<file path="src/rtl/tmo_pkg.sv">
package tmo_pkg;
  localparam int unsigned SEG_W = 8;
  localparam logic [SEG_W-1:0] SEG_MINUS = 8'h40;
  localparam logic [SEG_W-1:0] SEG_DARK  = 8'h00;
  localparam int unsigned COL_W = 2;

  typedef enum logic {
    ST_LIVE  = 1'b0,
    ST_BLANK = 1'b1
  } blank_state_e;
endpackage

</file>
<file path="src/rtl/tmo_idle_timer.sv">
module tmo_idle_timer
  import tmo_pkg::*;
#(
  parameter int unsigned TIMEOUT_SCANS = 7273
) (
  input  logic clk,
  input  logic rst_n,
  input  logic scan_tick,
  input  logic strap_off,
  input  logic key_accept,
  input  logic wake_key,
  output logic blanked
);
  localparam int unsigned CNT_W = $clog2(TIMEOUT_SCANS + 1);
  localparam logic [CNT_W-1:0] LAST = CNT_W'(TIMEOUT_SCANS - 1);

  logic [CNT_W-1:0] idle_cnt;
  blank_state_e     state;
  logic             wake_pend;
  logic             expire;

  assign expire  = scan_tick && (state == ST_LIVE) && (idle_cnt == LAST) && !key_accept;
  assign blanked = (state == ST_BLANK);

  always_ff @(posedge clk) begin
    if (!rst_n) begin
      idle_cnt  <= '0;
      state     <= ST_LIVE;
      wake_pend <= 1'b0;
    end else if (strap_off) begin
      idle_cnt  <= '0;
      state     <= ST_LIVE;
      wake_pend <= 1'b0;
    end else begin
      if (key_accept)
        idle_cnt <= '0;
      else if (scan_tick && state == ST_LIVE && idle_cnt != LAST)
        idle_cnt <= idle_cnt + 1'b1;

      if (state == ST_BLANK) begin
        if (scan_tick && wake_pend) begin
          state     <= ST_LIVE;
          wake_pend <= 1'b0;
        end else begin
          wake_pend <= wake_pend || (key_accept && wake_key);
        end
      end else begin
        wake_pend <= 1'b0;
        if (expire) state <= ST_BLANK;
      end
    end
  end
endmodule

</file>
<file path="src/rtl/tmo_wake_qual.sv">
module tmo_wake_qual
  import tmo_pkg::*;
#(
  parameter int unsigned NUM_ROWS      = 11,
  parameter int unsigned DEDICATED_ROW = NUM_ROWS - 1
) (
  input  logic [NUM_ROWS-1:0]         wake_rows,
  input  logic [$clog2(NUM_ROWS)-1:0] row,
  input  logic [COL_W-1:0]            col,
  output logic                        is_wake
);
  logic row_hit;
  logic ded_hit;

  always_comb begin
    row_hit = 1'b0;
    for (int i = 0; i < NUM_ROWS; i++)
      if (row == i[$clog2(NUM_ROWS)-1:0] && wake_rows[i]) row_hit = 1'b1;
  end

  assign ded_hit = (row == DEDICATED_ROW[$clog2(NUM_ROWS)-1:0]) && (col < COL_W'(2));
  assign is_wake = row_hit || ded_hit;
endmodule

</file>
<file path="src/rtl/tmo_key_fwd.sv">
module tmo_key_fwd
  import tmo_pkg::*;
#(
  parameter int unsigned ROW_W = 4
) (
  input  logic             clk,
  input  logic             rst_n,
  input  logic             key_valid,
  output logic             key_ready,
  input  logic [ROW_W-1:0] key_row,
  input  logic [COL_W-1:0] key_col,
  input  logic             keep,
  output logic             key_accept,
  output logic             fwd_valid,
  input  logic             fwd_ready,
  output logic [ROW_W-1:0] fwd_row,
  output logic [COL_W-1:0] fwd_col
);
  assign key_ready  = !fwd_valid || fwd_ready;
  assign key_accept = key_valid && key_ready;

  always_ff @(posedge clk) begin
    if (!rst_n) begin
      fwd_valid <= 1'b0;
      fwd_row   <= '0;
      fwd_col   <= '0;
    end else if (key_accept && keep) begin
      fwd_valid <= 1'b1;
      fwd_row   <= key_row;
      fwd_col   <= key_col;
    end else if (fwd_ready) begin
      fwd_valid <= 1'b0;
    end
  end
endmodule

</file>
<file path="src/rtl/tmo_seg_mask.sv">
module tmo_seg_mask
  import tmo_pkg::*;
#(
  parameter int unsigned NUM_DIGITS = 9
) (
  input  logic                          blanked,
  input  logic [$clog2(NUM_DIGITS)-1:0] digit,
  input  logic [SEG_W-1:0]              seg_in,
  output logic [SEG_W-1:0]              seg_out
);
  localparam int unsigned DW = $clog2(NUM_DIGITS);
  localparam logic [DW-1:0] LEFT = DW'(NUM_DIGITS - 1);

  always_comb begin
    if (!blanked)             seg_out = seg_in;
    else if (digit == LEFT)   seg_out = SEG_MINUS;
    else                      seg_out = SEG_DARK;
  end
endmodule

</file>
<file path="src/rtl/tmo_blanker.sv">
module tmo_blanker
  import tmo_pkg::*;
#(
  parameter int unsigned TIMEOUT_SCANS = 7273,
  parameter int unsigned NUM_ROWS      = 11,
  parameter int unsigned NUM_DIGITS    = 9,
  parameter int unsigned DEDICATED_ROW = NUM_ROWS - 1,
  localparam int unsigned ROW_W = $clog2(NUM_ROWS),
  localparam int unsigned DIG_W = $clog2(NUM_DIGITS)
) (
  input  logic                clk,
  input  logic                rst_n,
  input  logic                scan_tick,
  input  logic                strap_off,
  input  logic [NUM_ROWS-1:0] wake_rows,
  input  logic                pass_wake,
  input  logic                key_valid,
  output logic                key_ready,
  input  logic [ROW_W-1:0]    key_row,
  input  logic [1:0]          key_col,
  output logic                fwd_valid,
  input  logic                fwd_ready,
  output logic [ROW_W-1:0]    fwd_row,
  output logic [1:0]          fwd_col,
  input  logic                din_valid,
  output logic                din_ready,
  input  logic [DIG_W-1:0]    din_digit,
  input  logic [7:0]          din_seg,
  output logic                dout_valid,
  input  logic                dout_ready,
  output logic [DIG_W-1:0]    dout_digit,
  output logic [7:0]          dout_seg,
  output logic                blanked
);
  logic is_wake;
  logic key_accept;
  logic keep;

  tmo_wake_qual #(.NUM_ROWS(NUM_ROWS), .DEDICATED_ROW(DEDICATED_ROW)) u_qual (
    .wake_rows (wake_rows),
    .row       (key_row),
    .col       (key_col),
    .is_wake   (is_wake)
  );

  assign keep = !blanked || (is_wake && pass_wake);

  tmo_key_fwd #(.ROW_W(ROW_W)) u_fwd (
    .clk        (clk),
    .rst_n      (rst_n),
    .key_valid  (key_valid),
    .key_ready  (key_ready),
    .key_row    (key_row),
    .key_col    (key_col),
    .keep       (keep),
    .key_accept (key_accept),
    .fwd_valid  (fwd_valid),
    .fwd_ready  (fwd_ready),
    .fwd_row    (fwd_row),
    .fwd_col    (fwd_col)
  );

  tmo_idle_timer #(.TIMEOUT_SCANS(TIMEOUT_SCANS)) u_timer (
    .clk        (clk),
    .rst_n      (rst_n),
    .scan_tick  (scan_tick),
    .strap_off  (strap_off),
    .key_accept (key_accept),
    .wake_key   (is_wake),
    .blanked    (blanked)
  );

  tmo_seg_mask #(.NUM_DIGITS(NUM_DIGITS)) u_mask (
    .blanked (blanked),
    .digit   (din_digit),
    .seg_in  (din_seg),
    .seg_out (dout_seg)
  );

  assign dout_valid = din_valid;
  assign din_ready  = dout_ready;
  assign dout_digit = din_digit;
endmodule

</file>
<file path="config.mk">
export PLATFORM = sky130hd
export DESIGN_NAME = tmo_blanker
export DESIGN_NICKNAME = d
export VERILOG_FILES = /design/src/rtl/tmo_pkg.sv /design/src/rtl/tmo_idle_timer.sv /design/src/rtl/tmo_wake_qual.sv /design/src/rtl/tmo_key_fwd.sv /design/src/rtl/tmo_seg_mask.sv /design/src/rtl/tmo_blanker.sv
export SDC_FILE = /design/constraint.sdc
export NUM_CORES = 1
export LEC_CHECK = 0
export BUFFER_PORTS_ARGS = -buffer_cell sky130_fd_sc_hd__buf_2
export CAP_MARGIN = 5
export CORE_UTILIZATION = 25
export CTS_BUF_LIST = sky130_fd_sc_hd__clkbuf_4
export CTS_CLUSTER_DIAMETER = 120
export DETAILED_ROUTE_END_ITERATION = 7
export PLACE_DENSITY = 0.55
export SLEW_MARGIN = 20
export SYNTH_ARGS = -nofsm -noshare
export SYNTH_HDL_FRONTEND = slang
export SYNTH_HIERARCHICAL = 1
export SYNTH_SLANG_ARGS = --single-unit
</file>
<file path="constraint.sdc">
create_clock -name clk -period 3.4 [get_ports clk]
set_input_delay 0.68 -clock clk [delete_from_list [all_inputs] [get_ports clk]]
set_output_delay 0.68 -clock clk [all_outputs]
set_load 0.05 [all_outputs]
</file>
# After elaboration in Yosys (flattened, before gate mapping)
# Index checks and enable logic that the tools add are counted.
# op_classes
order_cmp,1
n_bitwise,2
n_reduce_logical,33
eq_ne,13
add_sub_neg,1
mux,18
# ops
cell,n
logical AND 1 bit,21
== test 4 x 3 -> 1 bit (second input constant),4
== test 4 bit (second input constant),4
two-way mux 1 bit,16
adder 13 x 1 -> 13 bit (second input constant),1
== test 13 bit (second input constant),1
inequality test 13 bit (second input constant),1
== test 4 x 2 -> 1 bit (second input constant),2
two-way mux 8 bit,1
two-way mux 7 bit,1
== test 4 x 1 -> 1 bit (second input constant),1
logical NOT 4 bit,1
logical OR 1 bit,4
OR reduction 4 bit,1
logical NOT 1 bit,3
OR reduction 3 bit,1
< comparator 2 bit (second input constant),1
NOT 1 bit,2
nonzero test 2 bit,1
OR reduction 2 bit,1
# word_totals
regBits,22
output_inout_bits,23
inputBits,38

# Logic depth before layout (Yosys ltp)
# Gate-level depths: netlist (run 1).
# depth
depth_word,18
depth_mapped,9

# Modules after synthesis
# The synthesis (run 1) kept the hierarchy.
# by_module_without_submodules
mod,seq_area_each_um2,area_per_inst_um2,cells_each,n_inst
tmo_idle_timer,300.3,783.3,87,1
tmo_key_fwd,140.1,310.3,32,1
tmo_wake_qual,0.0,130.1,17,1
tmo_seg_mask,0.0,75.1,9,1
tmo_blanker,0.0,55.1,7,1

# Worst setup path after synthesis (run 1)
# Ideal clock, no wire load.
# synth_timing
kind,input to register
start,input key_row[0]
end,register u_fwd.fwd_col[0]
t_arrival_ns,2.045
path_stages,9
setup_slack_ns,1.283
setup_ns,0.072
path_cell_list,buf_2 -> mux2i_1 -> a221o_1 -> o2111ai_1 -> a21bo_1 -> nand2_2 -> nor2b_4 -> buf_6 -> mux2i_1
# synth_between
elab_chain_cells,17
word_cells_on_any_way,38
# synth_lines
item,line,rtl
from (decl),tmo_blanker.sv:19,"input logic [ROW_W-1:0] key_row,"
logical NOT 4 bit,tmo_wake_qual.sv:18,if (row == i[$clog2(NUM_ROWS)-1:0] && wake_rows[i]) row_hit = 1'b1;
logical AND 1 bit,tmo_wake_qual.sv:18,
two-way mux 1 bit (11 in a row),tmo_wake_qual.sv:18,
logical OR 1 bit (*),tmo_wake_qual.sv:22,assign is_wake = row_hit || ded_hit;
via is_wake,tmo_blanker.sv:35,logic is_wake;
logical AND 1 bit (*),tmo_blanker.sv:46,assign keep = !blanked || (is_wake && pass_wake);
logical OR 1 bit (*),tmo_blanker.sv:46,
via keep,tmo_blanker.sv:37,logic keep;
logical AND 1 bit (*),tmo_key_fwd.sv:27,end else if (key_accept && keep) begin
to (signal assigned),tmo_key_fwd.sv:30,fwd_col <= key_col;
to (decl),tmo_key_fwd.sv:17,output logic [COL_W-1:0] fwd_col
# Mark *: on every way through the listed nets, which the timed path passes. The rest lies on a longest branch.
# A chain may end at the register's enable or synchronous reset.

# Final worst setup path (run 1)
# layout_timing
start,"register u_timer.state, in the netlist u_timer/blanked"
end,output dout_seg[6]
# layout_between
elab_chain_cells,1
# layout_lines
item,line,rtl
from (decl),tmo_idle_timer.sv:18,blank_state_e state;
from (signal assigned),tmo_idle_timer.sv:28,state <= ST_LIVE;
from (signal assigned),tmo_idle_timer.sv:32,state <= ST_LIVE;
from (signal assigned),tmo_idle_timer.sv:42,state <= ST_LIVE;
two-way mux 8 bit,tmo_seg_mask.sv:15,if (!blanked) seg_out = seg_in;
to (decl),tmo_blanker.sv:32,"output logic [7:0] dout_seg,"
# No other way between the ends.

==> flow_summary.toml, run 1 <==
[outcome]
outcome = "finished clean"

[logic_synthesis]
synth_top_cell_by_area = "dfxtp_1"
synth_area_leaders = "dfxtp_1 (33%), mux2i_1 (8.1%), nand2_1 (6.1%), buf_4 (3.3%), nor2_1 (3.3%)"
ys_types = 50
synth_edf_count = 0
synthSimpleGateAreaFrac_pct = 34.0
synth-compound-area-share_pct = 10.7
avgSynthCellArea_sq_um = 8.91
synth_seq_cells = 22
synth-adder-area-share_pct = 1.85
synthArstFlopShare_pct = 0
syn_nets = 192
yosysWarnings = 6
synth_ff_type = "dfxtp_1"
synth_top_area_share_pct = 32.5
synth_mux_area_share_pct = 9.80
syn_area_sq_um = 1350
synthCells = 152
yosys.area_share.xor_xnor_pct = 4.53
synth_top_family_by_area = "simple AND/OR/NAND/NOR gates"
netlist_top_cells_count = "dfxtp_1 (22), nand2_1 (22), nor2_1 (12), mux2i_1 (11), buf_4 (6)"
seq_area_frac_synth_pct = 32.5

[finish]
fin_nets = 243
drive_above_1_share_pct = 37.6
fill_cells = 529
multi_input_area_sq_um = 825
n_antenna_cell = 0
syn_to_final_growth_pct = 23.9
seq_area_sq_um = 440

[placement]
hpwlAfterDp_um = 2320
gp_congestion = 0.710
io_buffers = 56

[grt]
grt_pass1_wl_um = 4580
gr-total-overflow = 0
grt_usage_pct = 10.4
grt_pass1_vias = 1038
grt_antenna_before_repair = 0
grt_max_degree = 18

[power]
combPwrFrac_pct = 24.8
ir_drop_mv = 0.120
p_per_area_nw_per_um2 = 312
swShare_pct = 32.9
leakagePower_nw = 0.741
p_int_w = 0.000351
seq_power_share_pct = 51.2
pwr-share-clk_pct = 24.0
switchingPower_w = 0.000172

[timing]
hold_viol = 0
maxSlewHeadroom_pct = 47.5
finalSetupViolations = 0
finClkSkew_ps = 1.23
worst_pin_slew_ps = 785
rsz0062_at_grt = "false"
finalCritPeriodShare_pct = 66.2
drv_slew = 0
final.min_clock_period_ps = 2250
fmax_mhz = 444
tns_ps = 0
whs_ps = 462

[route]
num_vias = 1231
vias_per_cell = 4.53
drc = 0
wl_um = 2990
post_drt_wl_per_cell_um = 11.0
drtPass1Iterations = 4
drt_iter0_drc = 77
postRouteAntennaNets = 0

[clocking]
cts.sinks = 22
cts_tree = "built"
hold_buffers = 0
clk_pin_slew_ps = 130
numCtsBuffers = 3
ctsHtreeMaxLevel = 1
clkLatencyLatePin_ps = 300
cts_root_buffer = "clkbuf_4"
cts_resized = 0
cts_setup_buffers = 0
cts.path.max_buffers = 2

[run]
drv_cap = 0

[floorplanning]
initial_core_util_pct = 26.2
die_y_um = 75.6
die_w_um = 75.6
core_area_sq_um = 5170
ios = 61
die-area_sq_um = 5710
num_rows = 26

[worst_setup_path]
start_kind = "register"
worst-setup-path-type = "reg2out"
required_ps = 2720
crit_fanout = 16
crit_chain = "mux2_2 > buf_2"
slowest_delay_ps = 670
rrSetupSlack_ps = 1450
cp_slowest_cell = "dfxtp_1"
critPathArrivalTime_ps = 1570
worstSetupEndpointType = "output port"

[worst_hold_path]
hold_class = "reg2reg"
state kept, by name (all words and copies together) (netlist names):
register	cells
u_fwd/fwd_col	2
u_fwd/fwd_row	4
u_fwd/fwd_valid	1
u_timer/blanked	1
u_timer/idle_cnt	13
u_timer/wake_pend	1
cells in the final DEF, fill, tap and decap left out, drive strengths merged, types with 2 or more instances in the layout:
master,count
a21oi,4
a31o,3
and2b,5
and3,2
and4bb,2
buf,56
clkbuf,3
dfxtp,22
ha,2
inv,5
mux2,2
mux2i,11
nand2,23
nand2b,2
nand3,5
nand4,5
nor2,12
nor2b,5
nor3,2
nor4b,2
o21ai,2
or4b,2
xnor2,3
xor2,4
power by group through the flow:
stage	sequential (W)	combinational [W]	clock, W
3_3_place_gp	0.000273	0.000130	0
4_1_cts	0.000268	0.000131	0.000131
6_report	0.000268	0.000130	0.000126
2_1_floorplan	0.000292	0.0000801	0
3_5_place_dp	0.000273	0.000130	0
5_1_grt	0.000269	0.000141	0.000144
logic make-up after synthesis:
family / after synthesis
and+or+nand+nor: 76
DFF: 22
AOI/OAI and AO/OA: 17
buffers and inverters: 15
muxes: 13
xor gates and xnor gates: 7
adders and majority gates: 2
path summary, 6_finish.rpt:
| kind | from | to | cells past startpoint |
|---|---|---|---|
| worst max-delay path | u_timer/blanked | dout_seg[6] | 2 |
| worst min-delay path | u_fwd/fwd_row[1] | u_fwd/fwd_row[1] | 2 |
| worst max register to register | u_timer/idle_cnt[0] | u_timer/idle_cnt[12] | 5 |
| worst min register to register | u_fwd/fwd_row[1] | u_fwd/fwd_row[1] | 2 |
cell type report:
cell class                      instances  area share, %
Multi-Input combinational cell        115           49.1
Sequential cell                        22           26.2
Timing Repair Buffer                   56           16.7
Tap cell                               70           5.22
Clock buffer                            3           1.34
Inverter                                5           1.12
Clock inverter                          1          0.224
per-layer routing:
metal / share of wire, % / global-route usage, %
met5: 0 / 0
met4: 0.33 / 3.70
met3: 5.6 / 2.65
met2: 44 / 15.5
met1: 50 / 14.4
critical path, delay by kind of cell, from the launching register on:
family,cells,cell delay (ps)
DFF,1,670
muxes,1,390
buffers and inverters,1,210
metrics by stage:
stage | total power [W] | setup WS (ps) | util, % | area, sq um | instances
after floorplan | 0.000372 | 1280 | - | 1350 | 152
after global placement | 0.000404 | 1130 | 31.9 | 1650 | 268
after detailed placement | 0.000404 | 1090 | 31.9 | 1650 | 268
after CTS | 0.000529 | 1120 | 32.4 | 1680 | 272
after global routing | 0.000554 | 1050 | 32.4 | 1680 | 272
final | 0.000523 | 1150 | 32.4 | 1680 | 272
(Power assumes the default switching activity.)
==> inputs of run 2 (changes only) <==
--- a/config.mk
+++ b/config.mk
@@ -11,7 +11,7 @@
 export CTS_BUF_LIST = sky130_fd_sc_hd__clkbuf_4
 export CTS_CLUSTER_DIAMETER = 120
 export DETAILED_ROUTE_END_ITERATION = 7
-export PLACE_DENSITY = 0.55
+export PLACE_DENSITY = 0.57
 export SLEW_MARGIN = 20
 export SYNTH_ARGS = -nofsm -noshare
 export SYNTH_HDL_FRONTEND = slang
==> constraint.sdc (replaced) <==
create_clock -name clk -period 1.9 [get_ports clk]
set_input_delay 0.38 -clock clk [delete_from_list [all_inputs] [get_ports clk]]
set_output_delay 0.38 -clock clk [all_outputs]
set_load 0.05 [all_outputs]
==> run 2 against run 1 <==
Combinational power is 91% higher. Power is 110% higher. Clock skew is 21 ps higher. Non-clock buffer count is 13 higher. Utilization is 2.5 points higher. Via count is 3.7% higher. Hold slack worse by 190 ps. Critical path depth is 1 higher. Sequential cell count stayed put. Largest cell class unchanged.
==> flow_summary.toml, run 2 (synthesis gave the netlist of run 1 again) <==
[worst_hold_path]
hold_class = "in2reg"

[finish]
final_cell_mix = "buf_2 (56), nand2_1 (22), dfxtp_1 (18)"
utilization_pct = 35.0
reg_top3 = "u_timer/idle_cnt x13, u_fwd/fwd_row x4, u_fwd/fwd_col x2"
drive_above_1_share_pct = 43.7
largest-register = "u_timer/idle_cnt"
syn_to_final_growth_pct = 33.6
fin_nets = 256
mostFrequentLayoutCell = "buf_2"
largest_reg_flops = 13
n_antenna_cell = 0

[timing]
finalSetupViolations = 0
worst_pin_slew_ps = 310
rsz0062_at_grt = "false"
drv_slew = 0
fmax_mhz = 556
final.min_clock_period_ps = 1800
fin_ws_ps = 101
hold_viol = 0
finClkSkew_ps = 22.2
finalCritPeriodShare_pct = 94.7
maxSlewHeadroom_pct = 79.1

[clocking]
cts_setup_buffers = 0
cts.sinks = 22
ctsHtreeMaxLevel = 1
cts_root_buffer = "clkbuf_4"
clkLatencyLatePin_ps = 330
cts.path.max_buffers = 2
clk_pin_slew_ps = 150
numCtsBuffers = 3
cts_tree = "built"

[grt]
grt_antenna_before_repair = 0
grt_pass1_vias = 1087
grt_pass1_wl_um = 4840
gr-total-overflow = 0
grt_usage_pct = 11.2
grt_max_degree = 17

[route]
vias_per_cell = 4.48
drt_iter0_drc = 63
post_drt_wl_per_cell_um = 11.0
num_vias = 1276
postRouteAntennaNets = 0
drtPass1Iterations = 4
wl_um = 3140
drc = 0

[floorplanning]
num_rows = 26
core_area_sq_um = 5170
die-area_sq_um = 5710
ios = 61
die_y_um = 75.6
die_w_um = 75.6
initial_core_util_pct = 26.2

[worst_setup_path]
worst-setup-path-type = "reg2out"
worstSetupEndpointType = "output port"
start_kind = "register"
critPathArrivalTime_ps = 1420
critPathBufInv = 2
crit_fanout = 15
crit_family = "buffers and inverters"
required_ps = 1520
crit_chain = "buf_4 > mux2_2 > buf_2"
slowest_delay_ps = 350
cp_slowest_cell = "dfxtp_2"

[placement]
gp_congestion = 0.739
hpwlAfterDp_um = 2510
preCtsSetupSlack_ps = -116
io_buffers = 56

[power]
leakagePower_nw = 0.821
p_per_area_nw_per_um2 = 608
ir_drop_mv = 0.292

[outcome]
outcome = "finished clean"

[run]
drv_cap = 0
-- run 2: cell types whose count changed in the layout (fill, tap and decap cells not counted) --
cell	delta
clkinv_1	-1
dfxtp_2	+3
buf_4	+13
dfxtp_4	+1
bufinv_16	+1
dfxtp_1	-4
-- run 2: power breakdown --
group	internal (W)	total, W	switching [W]
logic	0.0000922	0.000248	0.000156
clock network	0.000213	0.000373	0.000160
registers	0.000472	0.000478	0.00000669
total	0.000777	0.00110	0.000323
-- run 2: tightest hold or removal path, stage by stage --
cell and delay [ps]:
buf_2 90, nand2_1 40, mux2i_1 50
-- run 2: area by class of cell --
cell class,instances,area [sq um]
clock buffer,3,22.5
clock inverter,1,30.0
fill,535,3360
inverter,5,18.8
multi-input combinational,115,825
sequential,22,448
tap,70,87.6
timing repair buffer,69,378
-- run 2: final timing paths --
kind,endpoint,cells after the start,start,slack [ps]
max,dout_seg[6],3,u_timer/blanked,100
min,u_fwd/fwd_col[0],3,key_col[0],270
max reg2reg,u_timer/idle_cnt[12],5,u_timer/idle_cnt[1],180
min reg2reg,u_fwd/fwd_col[0],2,u_fwd/fwd_col[0],470
-- run 2: through the flow --
stage               TNS (ps)  hold slack [ps]  instance area (sq um)  total power [W]  instances
floorplan                  0              453                   1360         0.000667        152
global placement        -261              441                   1750         0.000737        281
detailed placement      -610              449                   1750         0.000740        281
CTS                        0              267                   1800          0.00111        285
global route               0              269                   1810          0.00116        285
finish                     0              274                   1810          0.00110        285
-- run 2: layer usage --
layer / vias to the layer above / part of all wire (%) / track usage [%]
met3: 2 / 5.8 / 1.98
met2: 37 / 45 / 17.0
met1: 577 / 48 / 15.5
met5: - / 0 / 0
li1: 660 / - / -
met4: 0 / 0.67 / 4.73
-- run 2: timing repair --
item,in CTS,in global routing
setup endpoints to repair,0,1
hold buffers,0,0
gates resized for setup,0,3
==> inputs of run 3 (changes only) <==
--- a/config.mk
+++ b/config.mk
@@ -5,13 +5,14 @@
 export SDC_FILE = /design/constraint.sdc
 export NUM_CORES = 1
 export LEC_CHECK = 0
+export ABC_AREA = 1
 export BUFFER_PORTS_ARGS = -buffer_cell sky130_fd_sc_hd__buf_2
-export CAP_MARGIN = 5
+export CAP_MARGIN = 20
 export CORE_UTILIZATION = 25
 export CTS_BUF_LIST = sky130_fd_sc_hd__clkbuf_4
 export CTS_CLUSTER_DIAMETER = 120
 export DETAILED_ROUTE_END_ITERATION = 7
-export PLACE_DENSITY = 0.57
+export PLACE_DENSITY = 0.55
 export SLEW_MARGIN = 20
 export SYNTH_ARGS = -nofsm -noshare
 export SYNTH_HDL_FRONTEND = slang
==> run 3 against run 2 <==
Power increased by 2.4%. Via count is 26% higher. Worst setup slack improved by 87 ps. Clock power barely moved. Die area rose by 16%. Critical path depth grew 2. Sequential share of layout area is 2.1 points lower. Final cell count grew 37%. Sequential power rose by 0.8%. Largest power group unchanged.
==> flow_summary.toml, run 3 <==
[timing]
finClkSkew_ps = 4.59
fmax_mhz = 584
rsz0062_at_grt = "false"
drv_slew = 0
tns_ps = 0
final.min_clock_period_ps = 1710
finalCritPeriodShare_pct = 90.1
worst_pin_slew_ps = 299
finalSetupViolations = 0
hold_viol = 0
maxSlewHeadroom_pct = 79.9

[power]
pwr-share-clk_pct = 33.3
leakagePower_nw = 1.00
p_int_w = 0.000769
seq_power_share_pct = 42.8
p_per_area_nw_per_um2 = 578
swShare_pct = 31.7
switchingPower_w = 0.000358
ir_drop_mv = 0.235
power_w = 0.00113
combPwrFrac_pct = 24.0

[clocking]
numCtsBuffers = 3
clk_pin_slew_ps = 140
cts_setup_buffers = 0
cts.path.max_buffers = 2
clkLatencyLatePin_ps = 320
cts_root_buffer = "clkbuf_4"
ctsHtreeMaxLevel = 1
hold_buffers = 0
cts_tree = "built"
cts.sinks = 22

[finish]
fin_nets = 356
drive_above_1_share_pct = 25.4
reg_top3 = "u_timer/idle_cnt x13, u_fwd/fwd_row x4, u_fwd/fwd_col x2"
n_antenna_cell = 0
mostFrequentLayoutCell = "nand2_1"
largest-register = "u_timer/idle_cnt"
seq_area_sq_um = 442
final_cell_mix = "nand2_1 (73), buf_2 (56), inv_1 (51)"
largest_reg_flops = 13
syn_to_final_growth_pct = 23.4
multi_input_area_sq_um = 858
fill_cells = 677

[logic_synthesis]
synth_seq_cells = 22
synth_top_cell_by_area = "dfxtp_1"
netlist_top_cells_count = "nand2_1 (73), inv_1 (51), nor2_1 (35), dfxtp_1 (22), nand3_1 (22)"
seq_area_frac_synth_pct = 27.9
synthCells = 262
yosysWarnings = 6
avgSynthCellArea_sq_um = 6.03
syn_area_sq_um = 1580
synth_edf_count = 0
ys_types = 25
synth_top_area_share_pct = 27.9
synthArstFlopShare_pct = 0
syn_nets = 302
synth_area_leaders = "dfxtp_1 (28%), nand2_1 (17%), inv_1 (12%), nor2_1 (8.3%), nand3_1 (7.0%)"
synth_ff_type = "dfxtp_1"
synth_most_common_cell = "nand2_1"

[worst_setup_path]
crit_chain = "inv_4 > nor2_4 > nand3_2 > nand2_1 > buf_2"
critPathArrivalTime_ps = 1330
worst-setup-path-type = "reg2out"
rrSetupSlack_ps = 410
start_kind = "register"
required_ps = 1520
slowest_delay_ps = 520
crit_fanout = 12
worstSetupEndpointType = "output port"
cp_slowest_cell = "dfxtp_2"

[run]
drv_cap = 0

[route]
vias_per_cell = 4.13
postRouteAntennaNets = 0
drt_iter0_drc = 68
num_vias = 1610
wl_um = 3620
post_drt_wl_per_cell_um = 9.27
drc = 0
drtPass1Iterations = 4

[worst_hold_path]
hold_class = "in2reg"

[grt]
grt_pass1_wl_um = 6120
grt_antenna_before_repair = 0
grt_usage_pct = 11.8
gr-total-overflow = 0
grt_pass1_vias = 1431
grt_max_degree = 14

[floorplanning]
die_y_um = 81.5
ios = 61
die-area_sq_um = 6640
die_w_um = 81.5
initial_core_util_pct = 26.2
core_area_sq_um = 6030
num_rows = 28

[placement]
hpwlAfterDp_um = 2850
gp_congestion = 0.837
io_buffers = 56

[outcome]
outcome = "finished clean"
==> run 3: cell types whose count changed in the layout (fill, tap and decap cells not counted), sizes merged, moves of 7 or more <==
cell	before	now
nand2	23	76
inv	5	54
nor2	12	43
nand3	5	25
buf	69	58
mux2i	11	0
a21oi	4	11
==> run 3: critical path, delay by kind of cell, from the launching register on <==
family	cells	cell delay (ps)
simple gates	3	180
flops	1	520
buf+inv	2	310
==> run 3: cell families after synthesis <==
logic type               count (synthesis)  share of synthesized area, %
AND/OR/NAND/NOR                        154                          45.1
XOR/XNOR                                 5                          2.77
flip-flops                              22                          27.9
adder cells (fa/ha/maj)                  2                          1.58
buffers and inverters                   64                          17.8
AO/OA/AOI/OAI                           15                          4.91
==> run 3: power groups by stage <==
stage	logic [W]	clock network, W	registers (W)
3_3_place_gp	0.000271	0	0.000493
5_1_grt	0.000298	0.000401	0.000484
4_1_cts	0.000272	0.000385	0.000482
3_5_place_dp	0.000271	0	0.000493
2_1_floorplan	0.000159	0	0.000534
6_report	0.000270	0.000375	0.000482
==> run 3: area by class of cell <==
type | count | area share, %
Clock inverter | 1 | 1.54
Sequential cell | 22 | 22.6
Multi-Input combinational cell | 176 | 44.0
Clock buffer | 3 | 1.15
Inverter | 55 | 10.7
Tap cell | 75 | 4.81
Timing Repair Buffer | 58 | 15.1
==> run 3: final timing paths <==
check	from	endpoint	cells past startpoint
max	u_timer/blanked	dout_seg[6]	5
min	strap_off	u_timer/wake_pend	4
max reg2reg	u_timer/idle_cnt[0]	u_timer/idle_cnt[8]	9
min reg2reg	u_timer/idle_cnt[3]	u_timer/idle_cnt[3]	2
==> run 3: routing by layer <==
| metal | vias to the layer above | wire length (um) | global-route usage (%) | part of all wire (%) |
|---|---|---|---|---|
| met4 | 0 | 96 | 6.43 | 2.7 |
| met1 | 671 | 1790 | 15.0 | 49 |
| li1 | 898 | - | - | - |
| met2 | 35 | 1620 | 19.2 | 45 |
| met5 | - | 0 | 0 | 0 |
| met3 | 6 | 108 | 1.67 | 3.0 |
==> run 3: repair_timing <==
item                                    4_1_cts  5_1_grt
endpoints found under the setup margin        1        0
hold endpoints to repair                      0        0
gates resized for setup                       1        0
==> run 3: stage by stage <==
stage	setup WS, ps	hold slack (ps)	utilization [%]	area [sq um]	instances
after floorplan	128	452	-	1580	262
after global placement	215	485	31.5	1900	386
after detailed placement	178	480	31.5	1900	386
after CTS	154	315	32.4	1950	390
after global routing	83.6	323	32.4	1950	390
final	188	323	32.4	1950	390
